$ cat src/rtl/wp_pkg.sv
// Package: wp_pkg
// Shared constants and types for the bus watchpoint.
// Assumes: the control field has eight maskable bits plus an enable at bit 8.
package wp_pkg;

    localparam int CTRL_MASK_W = 8;
    localparam int CTRL_VAL_W  = CTRL_MASK_W + 1;
    localparam int NUM_REGS    = 6;
    localparam int SEL_W       = 3;

    // Bit positions of the control field
    localparam int CB_WRITE   = 0;
    localparam int CB_SIZE_LO = 1;
    localparam int CB_SIZE_HI = 2;
    localparam int CB_DATA    = 3;
    localparam int CB_PRIV    = 4;
    localparam int CB_EXT     = 5;
    localparam int CB_CHAIN   = 6;
    localparam int CB_RANGE   = 7;
    localparam int CB_ENABLE  = 8;

    // Register select codes
    typedef enum logic [SEL_W-1:0] {
        SEL_ADDR_VAL = 3'd0,
        SEL_ADDR_MSK = 3'd1,
        SEL_DATA_VAL = 3'd2,
        SEL_DATA_MSK = 3'd3,
        SEL_CTRL_VAL = 3'd4,
        SEL_CTRL_MSK = 3'd5
    } wp_sel_e;

    // Observed control vector; packed MSB first so bit 0 is direction
    typedef struct packed {
        logic       range_in;
        logic       chain_in;
        logic       ext;
        logic       priv;
        logic       is_data;
        logic [1:0] size;
        logic       write;
    } wp_ctrl_obs_t;

endpackage

$ cat src/rtl/wp_regfile.sv
// Module: wp_regfile
// Holds the six value/mask registers of one watchpoint and decodes the
// write strobe. It also flags a control-value write for the chain flag.
// Assumes: REG_W is at least ADDR_W, DATA_W and CTRL_VAL_W.
module wp_regfile
    import wp_pkg::*;
#(
    parameter int ADDR_W = 32,
    parameter int DATA_W = 32,
    parameter int REG_W  = 32
) (
    input  logic                   clk,
    input  logic                   rst_n,
    input  logic                   wr_en,
    input  logic [SEL_W-1:0]       sel,
    input  logic [REG_W-1:0]       wdata,
    output logic [ADDR_W-1:0]      addr_val,
    output logic [ADDR_W-1:0]      addr_msk,
    output logic [DATA_W-1:0]      data_val,
    output logic [DATA_W-1:0]      data_msk,
    output logic [CTRL_VAL_W-1:0]  ctrl_val,
    output logic [CTRL_MASK_W-1:0] ctrl_msk,
    output logic                   ctrl_val_wr
);

    logic [NUM_REGS-1:0] hit;

    // Decode the select code into one write enable per register
    always_comb begin
        hit = '0;
        if (wr_en) begin
            case (sel)
                SEL_ADDR_VAL: hit[0] = 1'b1;
                SEL_ADDR_MSK: hit[1] = 1'b1;
                SEL_DATA_VAL: hit[2] = 1'b1;
                SEL_DATA_MSK: hit[3] = 1'b1;
                SEL_CTRL_VAL: hit[4] = 1'b1;
                SEL_CTRL_MSK: hit[5] = 1'b1;
                default:      hit    = '0;
            endcase
        end
    end

    assign ctrl_val_wr = hit[4];

    // Address value and mask registers
    always_ff @(posedge clk) begin
        if (!rst_n) begin
            addr_val <= '0;
            addr_msk <= '0;
        end else begin
            if (hit[0]) addr_val <= wdata[ADDR_W-1:0];
            if (hit[1]) addr_msk <= wdata[ADDR_W-1:0];
        end
    end

    // Data value and mask registers
    always_ff @(posedge clk) begin
        if (!rst_n) begin
            data_val <= '0;
            data_msk <= '0;
        end else begin
            if (hit[2]) data_val <= wdata[DATA_W-1:0];
            if (hit[3]) data_msk <= wdata[DATA_W-1:0];
        end
    end

    // Control value (with enable) and control mask registers
    always_ff @(posedge clk) begin
        if (!rst_n) begin
            ctrl_val <= '0;
            ctrl_msk <= '0;
        end else begin
            if (hit[4]) ctrl_val <= wdata[CTRL_VAL_W-1:0];
            if (hit[5]) ctrl_msk <= wdata[CTRL_MASK_W-1:0];
        end
    end

endmodule

$ cat src/rtl/wp_masked_cmp.sv
// Module: wp_masked_cmp
// Don't-care comparator. A bit matches when its mask is 1 or when the
// observed bit equals the value bit. The field matches when all bits do.
// Assumes: purely combinational, with no registered stage.
module wp_masked_cmp #(
    parameter int W = 32
) (
    input  logic [W-1:0] obs,
    input  logic [W-1:0] val,
    input  logic [W-1:0] msk,
    output logic         match
);

    logic [W-1:0] bit_ok;

    for (genvar i = 0; i < W; i++) begin : g_bit
        // Per-bit don't-care equality
        assign bit_ok[i] = msk[i] | ~(obs[i] ^ val[i]);
    end

    assign match = &bit_ok;

endmodule

$ cat src/rtl/wp_chain_flag.sv
// Module: wp_chain_flag
// Stored chain flag. It loads din when cap_en is high. A clear request
// wins over a load in the same cycle.
// Assumes: clear and reset are both synchronous.
module wp_chain_flag (
    input  logic clk,
    input  logic rst_n,
    input  logic clr,
    input  logic cap_en,
    input  logic din,
    output logic q
);

    // Clear has priority; otherwise capture when enabled
    always_ff @(posedge clk) begin
        if (!rst_n)      q <= 1'b0;
        else if (clr)    q <= 1'b0;
        else if (cap_en) q <= din;
    end

endmodule

$ cat src/rtl/bus_watchpoint.sv
// Module: bus_watchpoint
// One hardware watchpoint. Masked address, data and control comparisons
// are combined into a full match. The full match drives range_out
// directly and bkpt_req through the enable. The chain flag loads the
// data match whenever the address and control fields match.
// Assumes: the bus inputs are stable around the clock edge, and writes
// arrive on a simple strobe interface.
module bus_watchpoint
    import wp_pkg::*;
#(
    parameter  int ADDR_W = 32,
    parameter  int DATA_W = 32,
    localparam int REG_W  = (ADDR_W > DATA_W) ? ADDR_W : DATA_W
) (
    input  logic              clk,
    input  logic              rst_n,
    input  logic              reg_wr_en,
    input  logic [SEL_W-1:0]  reg_sel,
    input  logic [REG_W-1:0]  reg_wdata,
    input  logic [ADDR_W-1:0] bus_addr,
    input  logic [DATA_W-1:0] bus_data,
    input  logic              bus_write,
    input  logic [1:0]        bus_size,
    input  logic              bus_is_data,
    input  logic              bus_priv,
    input  logic              ext_cond,
    input  logic              chain_in,
    input  logic              range_in,
    output logic              bkpt_req,
    output logic              chain_out,
    output logic              range_out
);

    logic [ADDR_W-1:0]      addr_val_q, addr_msk_q;
    logic [DATA_W-1:0]      data_val_q, data_msk_q;
    logic [CTRL_VAL_W-1:0]  ctrl_val_q;
    logic [CTRL_MASK_W-1:0] ctrl_msk_q;
    logic                   ctrl_val_wr;
    wp_ctrl_obs_t           ctrl_obs;
    logic                   addr_match, data_match, ctrl_match;
    logic                   ac_match, full_match;

    wp_regfile #(
        .ADDR_W (ADDR_W),
        .DATA_W (DATA_W),
        .REG_W  (REG_W)
    ) regs_i (
        .clk         (clk),
        .rst_n       (rst_n),
        .wr_en       (reg_wr_en),
        .sel         (reg_sel),
        .wdata       (reg_wdata),
        .addr_val    (addr_val_q),
        .addr_msk    (addr_msk_q),
        .data_val    (data_val_q),
        .data_msk    (data_msk_q),
        .ctrl_val    (ctrl_val_q),
        .ctrl_msk    (ctrl_msk_q),
        .ctrl_val_wr (ctrl_val_wr)
    );

    // Gather the bus-cycle qualifiers into the control field layout
    always_comb begin
        ctrl_obs.write    = bus_write;
        ctrl_obs.size     = bus_size;
        ctrl_obs.is_data  = bus_is_data;
        ctrl_obs.priv     = bus_priv;
        ctrl_obs.ext      = ext_cond;
        ctrl_obs.chain_in = chain_in;
        ctrl_obs.range_in = range_in;
    end

    wp_masked_cmp #(.W(ADDR_W)) addr_cmp_i (
        .obs   (bus_addr),
        .val   (addr_val_q),
        .msk   (addr_msk_q),
        .match (addr_match)
    );

    wp_masked_cmp #(.W(DATA_W)) data_cmp_i (
        .obs   (bus_data),
        .val   (data_val_q),
        .msk   (data_msk_q),
        .match (data_match)
    );

    wp_masked_cmp #(.W(CTRL_MASK_W)) ctrl_cmp_i (
        .obs   (ctrl_obs),
        .val   (ctrl_val_q[CTRL_MASK_W-1:0]),
        .msk   (ctrl_msk_q),
        .match (ctrl_match)
    );

    // Combine field matches and apply the unmaskable enable
    always_comb begin
        ac_match   = addr_match & ctrl_match;
        full_match = ac_match & data_match;
        range_out  = full_match;
        bkpt_req   = full_match & ctrl_val_q[CB_ENABLE];
    end

    wp_chain_flag chain_i (
        .clk    (clk),
        .rst_n  (rst_n),
        .clr    (ctrl_val_wr),
        .cap_en (ac_match),
        .din    (data_match),
        .q      (chain_out)
    );

endmodule

$ cat config.mk
export PLATFORM = sky130hd
export DESIGN_NAME = bus_watchpoint
export DESIGN_NICKNAME = d
export VERILOG_FILES = /design/src/rtl/wp_pkg.sv /design/src/rtl/wp_regfile.sv /design/src/rtl/wp_masked_cmp.sv /design/src/rtl/wp_chain_flag.sv /design/src/rtl/bus_watchpoint.sv
export SDC_FILE = /design/constraint.sdc
export NUM_CORES = 1
export LEC_CHECK = 0
export CAP_MARGIN = 20
export CORE_MARGIN = 2
export CORE_UTILIZATION = 41
export DETAILED_ROUTE_END_ITERATION = 8
export HOLD_SLACK_MARGIN = 0.03
export PLACE_DENSITY = 0.74
export SYNTH_ARGS = -nofsm -noshare
export SYNTH_HDL_FRONTEND = slang
export SYNTH_SLANG_ARGS = --single-unit
$ cat constraint.sdc
create_clock -name clk -period 1.6 [get_ports clk]
set_input_delay 0.32 -clock clk [delete_from_list [all_inputs] [get_ports clk]]
set_output_delay 0.32 -clock clk [all_outputs]
set_load 0.005 [all_outputs]
==> out/qor.csv, run 1 <==
metric;value;unit
fill_cells;1395;
min_period;2.477;ns
grt_max_degree;77;
grt_pass1_vias;5188;
violations;setup timing;
grt_pass1_wl;27.85;mm
drive_above_1_share;0.09699;
path_cells;clkdlybuf4s50_1 -> xnor2_1 -> o22ai_1 -> nor4_2 -> buf_4 -> nand4_2 -> nor3_4 -> and2_1 -> buf_2;
finalSetupViolations;3;
yosysWarningCount;0;
tightestPinTransition;0.3904;ns
rows;45;
path_delay_family;simple AND/OR/NAND/NOR gates;
outcome;finished with violations;
maxSlewViolCount;0;
coreArea;15150;sq um
num_antenna_cells;0;
final_net_count;994;
start_util;0.4193;
numPortBuffers;112;
hold_viol;0;
synth_top_cell_area_share;0.4602;
routedWlPerCell;16.28;um
htreeDepth;4;
synth_mux_area_frac;0;
postRouteAntennaNets;0;
yosys.area_share.simple;0.2009;
cp.required;1.28;ns
track_usage;0.2219;
vdd_drop_max;0.7738;mV
finalWorstSetupSlack;-0.8773;ns
critical_path_class;in2out;
synth_xor_area_frac;0.09929;
vias;5476;
gp_congestion;0.8324;
synthAdderAreaFrac;0;
pwr_density_cell;994.6;nW/um^2
comb_power_share;0.107;
die_w;128.5;um
rsz0062_at_grt;true;
area_delta_synth_final;35.19;%
antenna_found_initial;0;
synth_top_family_by_area;compound AO/OA/AOI/OAI gates;
synth_fp_nets;876;
power.leakage;0.002951;uW
ctsHoldBuffers;0;
final.setup_skew;0.003322;ns
cts-root-buf;clkbuf_16;
dr.pass1.iters;4;
synth.avg_cell_area;8.291;sq um
cp.arrival;2.16;ns
viasPerCell;5.047;
cts_buffers;17;
cts_tree;yes;
ys_async_sr_fraction;0;
synth_area_leader_cell;dfxtp_1;
dieArea;16500;sq um
clk_pin_slew;0.06;ns
ff_latch_area;2928;sq um
p_sw;1911;uW
drc;0;
cts.sinks;146;
critical_path_peak_fanout;2;
final_cells;1085;
cp-start-kind;primary input;
p_int;6628;uW
critPathCaptureType;output port;
postLayoutCoreUtil;0.5669;
critical_path.slowest_cell;clkdlybuf4s50_1;
ys_ff_latch;146;
first_iter_violations;443;
finalCritPeriodShare;1.548;
slew-limit-headroom;0.7389;
synth_edf_count;0;
clk_path_buf_depth;2;
hp-class;in2reg;
dp_cells;1052;
synthFlopType;dfxtp_1;
p_seq_frac;0.440;
cpPeakStageDelay;0.50;ns
ys_top_cells_by_area;dfxtp_1, nand2_1, xnor2_1;
worstSkewPairLatency;0.42;ns
multi_input_area;3356;sq um
synth_area;6351;sq um
wirelength;17.66;mm
synthDistinctLibCells;23;
synth_cells;766;
switching_share;0.2238;
overflow;0;
path_buf_inv;3;
clkPwrFrac;0.453;
max_cap_viol_count;0;
max_freq;403.7;MHz
die_y;128.5;um
ys_seq_area_frac;0.4602;
ios;113;
synth_compound_area_frac;0.2096;
hpwl;12.30;mm
## area by class of cell
class	count	share of cell area
clock inverters	5	0.008744
well taps	188	0.02740
clock buffers	27	0.05742
flip-flops and latches	146	0.3410
repair buffers	145	0.1746
multi-input cells	574	0.3908
## registers in the layout, summed over array words and instances, names as in the netlist
register	count
chain_i.q	1
regs_i.addr_val	32
regs_i.data_val	32
regs_i.data_msk	32
regs_i.ctrl_val	9
regs_i.ctrl_msk	8
regs_i.addr_msk	32
## power groups by stage
stage                     logic (uW)  clock network [uW]  registers, uW
after floorplan                  377                   0           3830
after global placement           888                   0           3830
after detailed placement         890                   0           3840
after CTS                        909                3910           3760
after global routing             978                4080           3770
final                            912                3870           3760
## path summary, 6_finish.rpt
| path | depth (start not counted) | start | endpoint | slack, ns |
|---|---|---|---|---|
| setup / recovery | 9 | bus_priv | bkpt_req | -0.88 |
| hold / removal | 3 | rst_n | chain_i.q | 0.42 |
| setup reg to reg | 8 | regs_i.ctrl_val[5] | chain_i.q | -0.29 |
| hold reg to reg | 2 | regs_i.data_msk[21] | regs_i.data_msk[21] | 0.45 |
## worst register-to-register path: stages, from the launching register on
cell	delay, ns
dfxtp_1	0.31
xnor2_1	0.21
o22ai_1	0.15
nor4_2	0.26
buf_4	0.16
nand4_2	0.13
buf_4	0.18
o21a_1	0.16
o211a_1	0.22
## stage by stage
stage	setup WS (ns)	total power [uW]	TNS (ns)	hold WS [ns]	area [sq um]
floorplan	-0.1021	4204	-0.1021	0.4351	6369
global placement	-1.518	4723	-41.38	0.4410	7900
detailed placement	-1.473	4728	-43.05	0.4452	7900
CTS	-0.9006	8579	-2.104	0.4112	8544
global route	-1.014	8826	-2.413	0.4178	8586
finish	-0.8773	8539	-2.062	0.4192	8586
## what timing repair did
item / in CTS / in global routing
setup buffers: 1 / 0
pin swaps: 9 / 4
setup endpoints to repair: 3 / 28
gates resized for setup: 24 / 10
## cells by family after synthesis
kind of cell,count (synthesis)
and+or+nand+nor,319
AOI/OAI and AO/OA,183
xor gates and xnor gates,72
DFF,146
buffers and inverters,46
## synthesized netlist by cell type (2+ instances only)
cell type and count:
nand3_1 3, nand2_1 293, buf_1 4, nor4_1 8, o22ai_1 36, clkbuf_1 28, a21boi_1 73, a21boi_0 72
xnor2_1 72, buf_2 14, and2_1 3, and3_1 3, dfxtp_1 146, nor2_1 2
## layout by cell type, fill, tap and decap left out, drive strengths merged, types with 2 or more instances in the layout
master / n
clkinv: 3
dlygate4sd2: 2
dlymetal6s2s: 4
buf: 36
clkdlybuf4s50: 103
and2: 3
bufinv: 2
nand3: 3
nand4: 2
dfxtp: 146
and3: 3
nor2: 2
clkbuf: 27
xnor2: 72
nand2: 293
a21boi: 145
o22ai: 36
nor4: 8
## layer usage
layer | track usage | vias to the layer above | part of all wire
met5 | 0 | - | 0
met4 | 0.07822 | 0 | 0.020
met3 | 0.04823 | 26 | 0.054
met2 | 0.3605 | 145 | 0.48
met1 | 0.2926 | 2539 | 0.45
li1 | - | 2766 | -
(Power assumes the default switching activity.)
==> run 2, diff against run 1 <==
Settings changed: CORE_UTILIZATION 41 to 30, PLACE_DENSITY 0.74 to not set.
==> out/qor.csv, run 2 (synthesized netlist as in run 1, its figures left out) <==
metric;value;unit;change
violations;setup timing;;
area_delta_synth_final;38.67;%;
finalCritPeriodShare;1.562;;+0.01413
cts.sinks;146;;unchanged
met3_usage;0.04055;;-0.007684
fill_cells;2142;;+54%
slew-limit-headroom;0.7275;;-0.01145
antenna_found_initial;1;;+1
ff_latch_area;2932;sq um;+0.13%
grt_pass1_wl;29.24;mm;+5.0%
rr_endpoint;chain_i.q;;
hpwl;13.26;mm;+7.8%
rsz0062_at_grt;true;;
grt_util_met1;0.2331;;-0.05942
ios;113;;unchanged
critical_path.slowest_cell;clkdlybuf4s50_1;;
dr.pass1.iters;5;;+1
clk_path_buf_depth;2;;unchanged
drive_above_1_share;0.1110;;+0.01400
hold_depth;3;;unchanged
outcome;finished with violations;;
track_usage;0.1748;;-0.04715
cts_tree;yes;;
cts_buffers;17;;unchanged
r2r_cells;8;;unchanged
critical_path_peak_fanout;2;;unchanged
power.leakage;0.003006;uW;+1.8%
die_y;149.5;um;+16%
drc;0;;unchanged
rows;53;;+18%
routedWlPerCell;16.13;um;-0.92%
busiest_layer;met2;;
worstSkewPairLatency;0.42;ns;about the same
numPortBuffers;112;;unchanged
r2r_slack;-0.42;ns;-0.13 ns
cp.arrival;2.18;ns;+0.02 ns
globalRouteMet2Util;0.2844;;-0.07605
wirelength;18.98;mm;+7.5%
tightestPinTransition;0.4054;ns;+0.01503 ns
htreeDepth;4;;unchanged
overflow;0;;unchanged
min_from;rst_n;;
grt_pass1_vias;5286;;+1.9%
cpPeakStageDelay;0.45;ns;-0.05 ns
dp_cells;1143;;+8.7%
dieArea;22350;sq um;+35%
clk_pin_slew;0.06;ns;about the same
multi_input_area;3362;sq um;+0.19%
first_iter_violations;259;;-42%
cp.required;1.28;ns;about the same
final.setup_skew;0.005972;ns;+0.002650 ns
final_net_count;999;;+0.50%
cp-start-kind;primary input;;
hold_viol;0;;unchanged
final_common_cell;nand2_1;;
vdd_drop_max;0.6754;mV;-13%
cts-root-buf;clkbuf_16;;
max_freq;400.0;MHz;-0.90%
layout_common_cells;nand2_1, dfxtp_1, clkdlybuf4s50_1;;
viasPerCell;4.592;;-9.0%
max_cap_viol_count;0;;unchanged
pwr_density_cell;1012;nW/um^2;+1.7%
final_cells;1177;;+8.5%
path_buf_inv;2;;-1
critPathCaptureType;output port;;
gp_congestion;0.7483;;-10%
min_period;2.500;ns;+0.02260 ns
path_cells;clkdlybuf4s50_1 -> xnor2_2 -> o22ai_1 -> nor4_2 -> nand4_4 -> nor3_4 -> and2_1 -> buf_2;;
placed_area;8051;sq um;+1.9%
die_w;149.5;um;+16%
postRouteAntennaNets;0;;unchanged
critical_path_class;in2out;;
finalSetupViolations;3;;unchanged
path_delay_family;simple AND/OR/NAND/NOR gates;;
hp-class;in2reg;;
min_to;chain_i.q;;
grt_max_degree;90;;+17%
start_util;0.3040;;-0.1153
coreArea;20890;sq um;+38%
hold_slack;0.3760;ns;-0.04321 ns
vias;5405;;-1.3%
maxSlewViolCount;0;;unchanged
finalWorstSetupSlack;-0.8999;ns;-0.02260 ns
design_area;8807;sq um;+2.6%
r2r_start;regs_i.ctrl_val[5];;
-- run 2: cell count changes in the layout (fill, tap and decap cells not counted), sizes merged --
cell,before,now
buf,36,41
bufinv,2,4
clkbuf,27,18
clkdlybuf4s50,103,100
clkinv,3,5
clkinvlp,0,1
diode,0,1
dlygate4sd2,2,5
inv,0,3
-- run 2: timing repair --
action | 4_1_cts | 5_1_grt
endpoints found under the setup margin | 4 | 10
resized for setup | 22 | 18
pin swaps | 12 | 14
hold buffers | 0 | 0
buffers inserted | 1 | 1
-- run 2: how the worst max path moves through the flow --
stage	end	cells past startpoint	startpoint	slack, ns
floorplan	bkpt_req	6	regs_i.ctrl_val[1]	-0.10
global placement	bkpt_req	8	bus_data[18]	-1.46
detailed placement	bkpt_req	9	bus_data[4]	-1.48
CTS	bkpt_req	8	regs_i.data_val[14]	-0.93
global route	bkpt_req	8	bus_addr[18]	-1.01
finish	bkpt_req	8	bus_addr[14]	-0.90
-- run 2: power breakdown --
group | internal, uW | total (uW) | switching, uW
registers | 3710 | 3760 | 45.3
logic | 507 | 934 | 427
clock network | 2650 | 4220 | 1570
total | 6870 | 8910 | 2040
-- run 2: layout make-up --
type,count,share of cell area
well taps,275,0.03907
flip-flops and latches,146,0.3329
clock inverters,13,0.02074
clock buffers,18,0.04986
repair buffers,150,0.1755
multi-input cells,574,0.3817
diodes,1,0.0002841
-- run 2: stage by stage --
step / setup slack, ns / TNS (ns) / power (uW) / util
after floorplan: -0.1021 / -0.1021 / 4204 / -
after global placement: -1.461 / -41.42 / 4759 / 0.3854
final: -0.8999 / -2.214 / 8910 / 0.4216
after global routing: -1.006 / -2.469 / 9236 / 0.4215
after detailed placement: -1.476 / -40.76 / 4758 / 0.3854
after CTS: -0.9253 / -2.153 / 9002 / 0.4167
-- run 2: worst reg2reg max path: cells and delay by family, from the launching register on --
family | cells | cell delay, ns
AOI/OAI and AO/OA | 3 | 0.51
xor gates and xnor gates | 1 | 0.22
buffers and inverters | 2 | 0.29
DFF | 1 | 0.32
and+or+nand+nor | 2 | 0.58
-- run 2: layer usage --
layer / wire length (um) / vias up
met2: 9103 / 108
met1: 8841 / 2509
met4: 148 / 0
met3: 891 / 12
met5: 0 / -
li1: - / 2776
==> run 3, diff against run 2 <==
Settings changed: CTS_BUF_LIST set to sky130_fd_sc_hd__clkbuf_4 sky130_fd_sc_hd__clkbuf_8 sky130_fd_sc_hd__clkbuf_16.
==> results of run 3 <==
The final DEF is identical to that of run 2; final timing and power are the same.
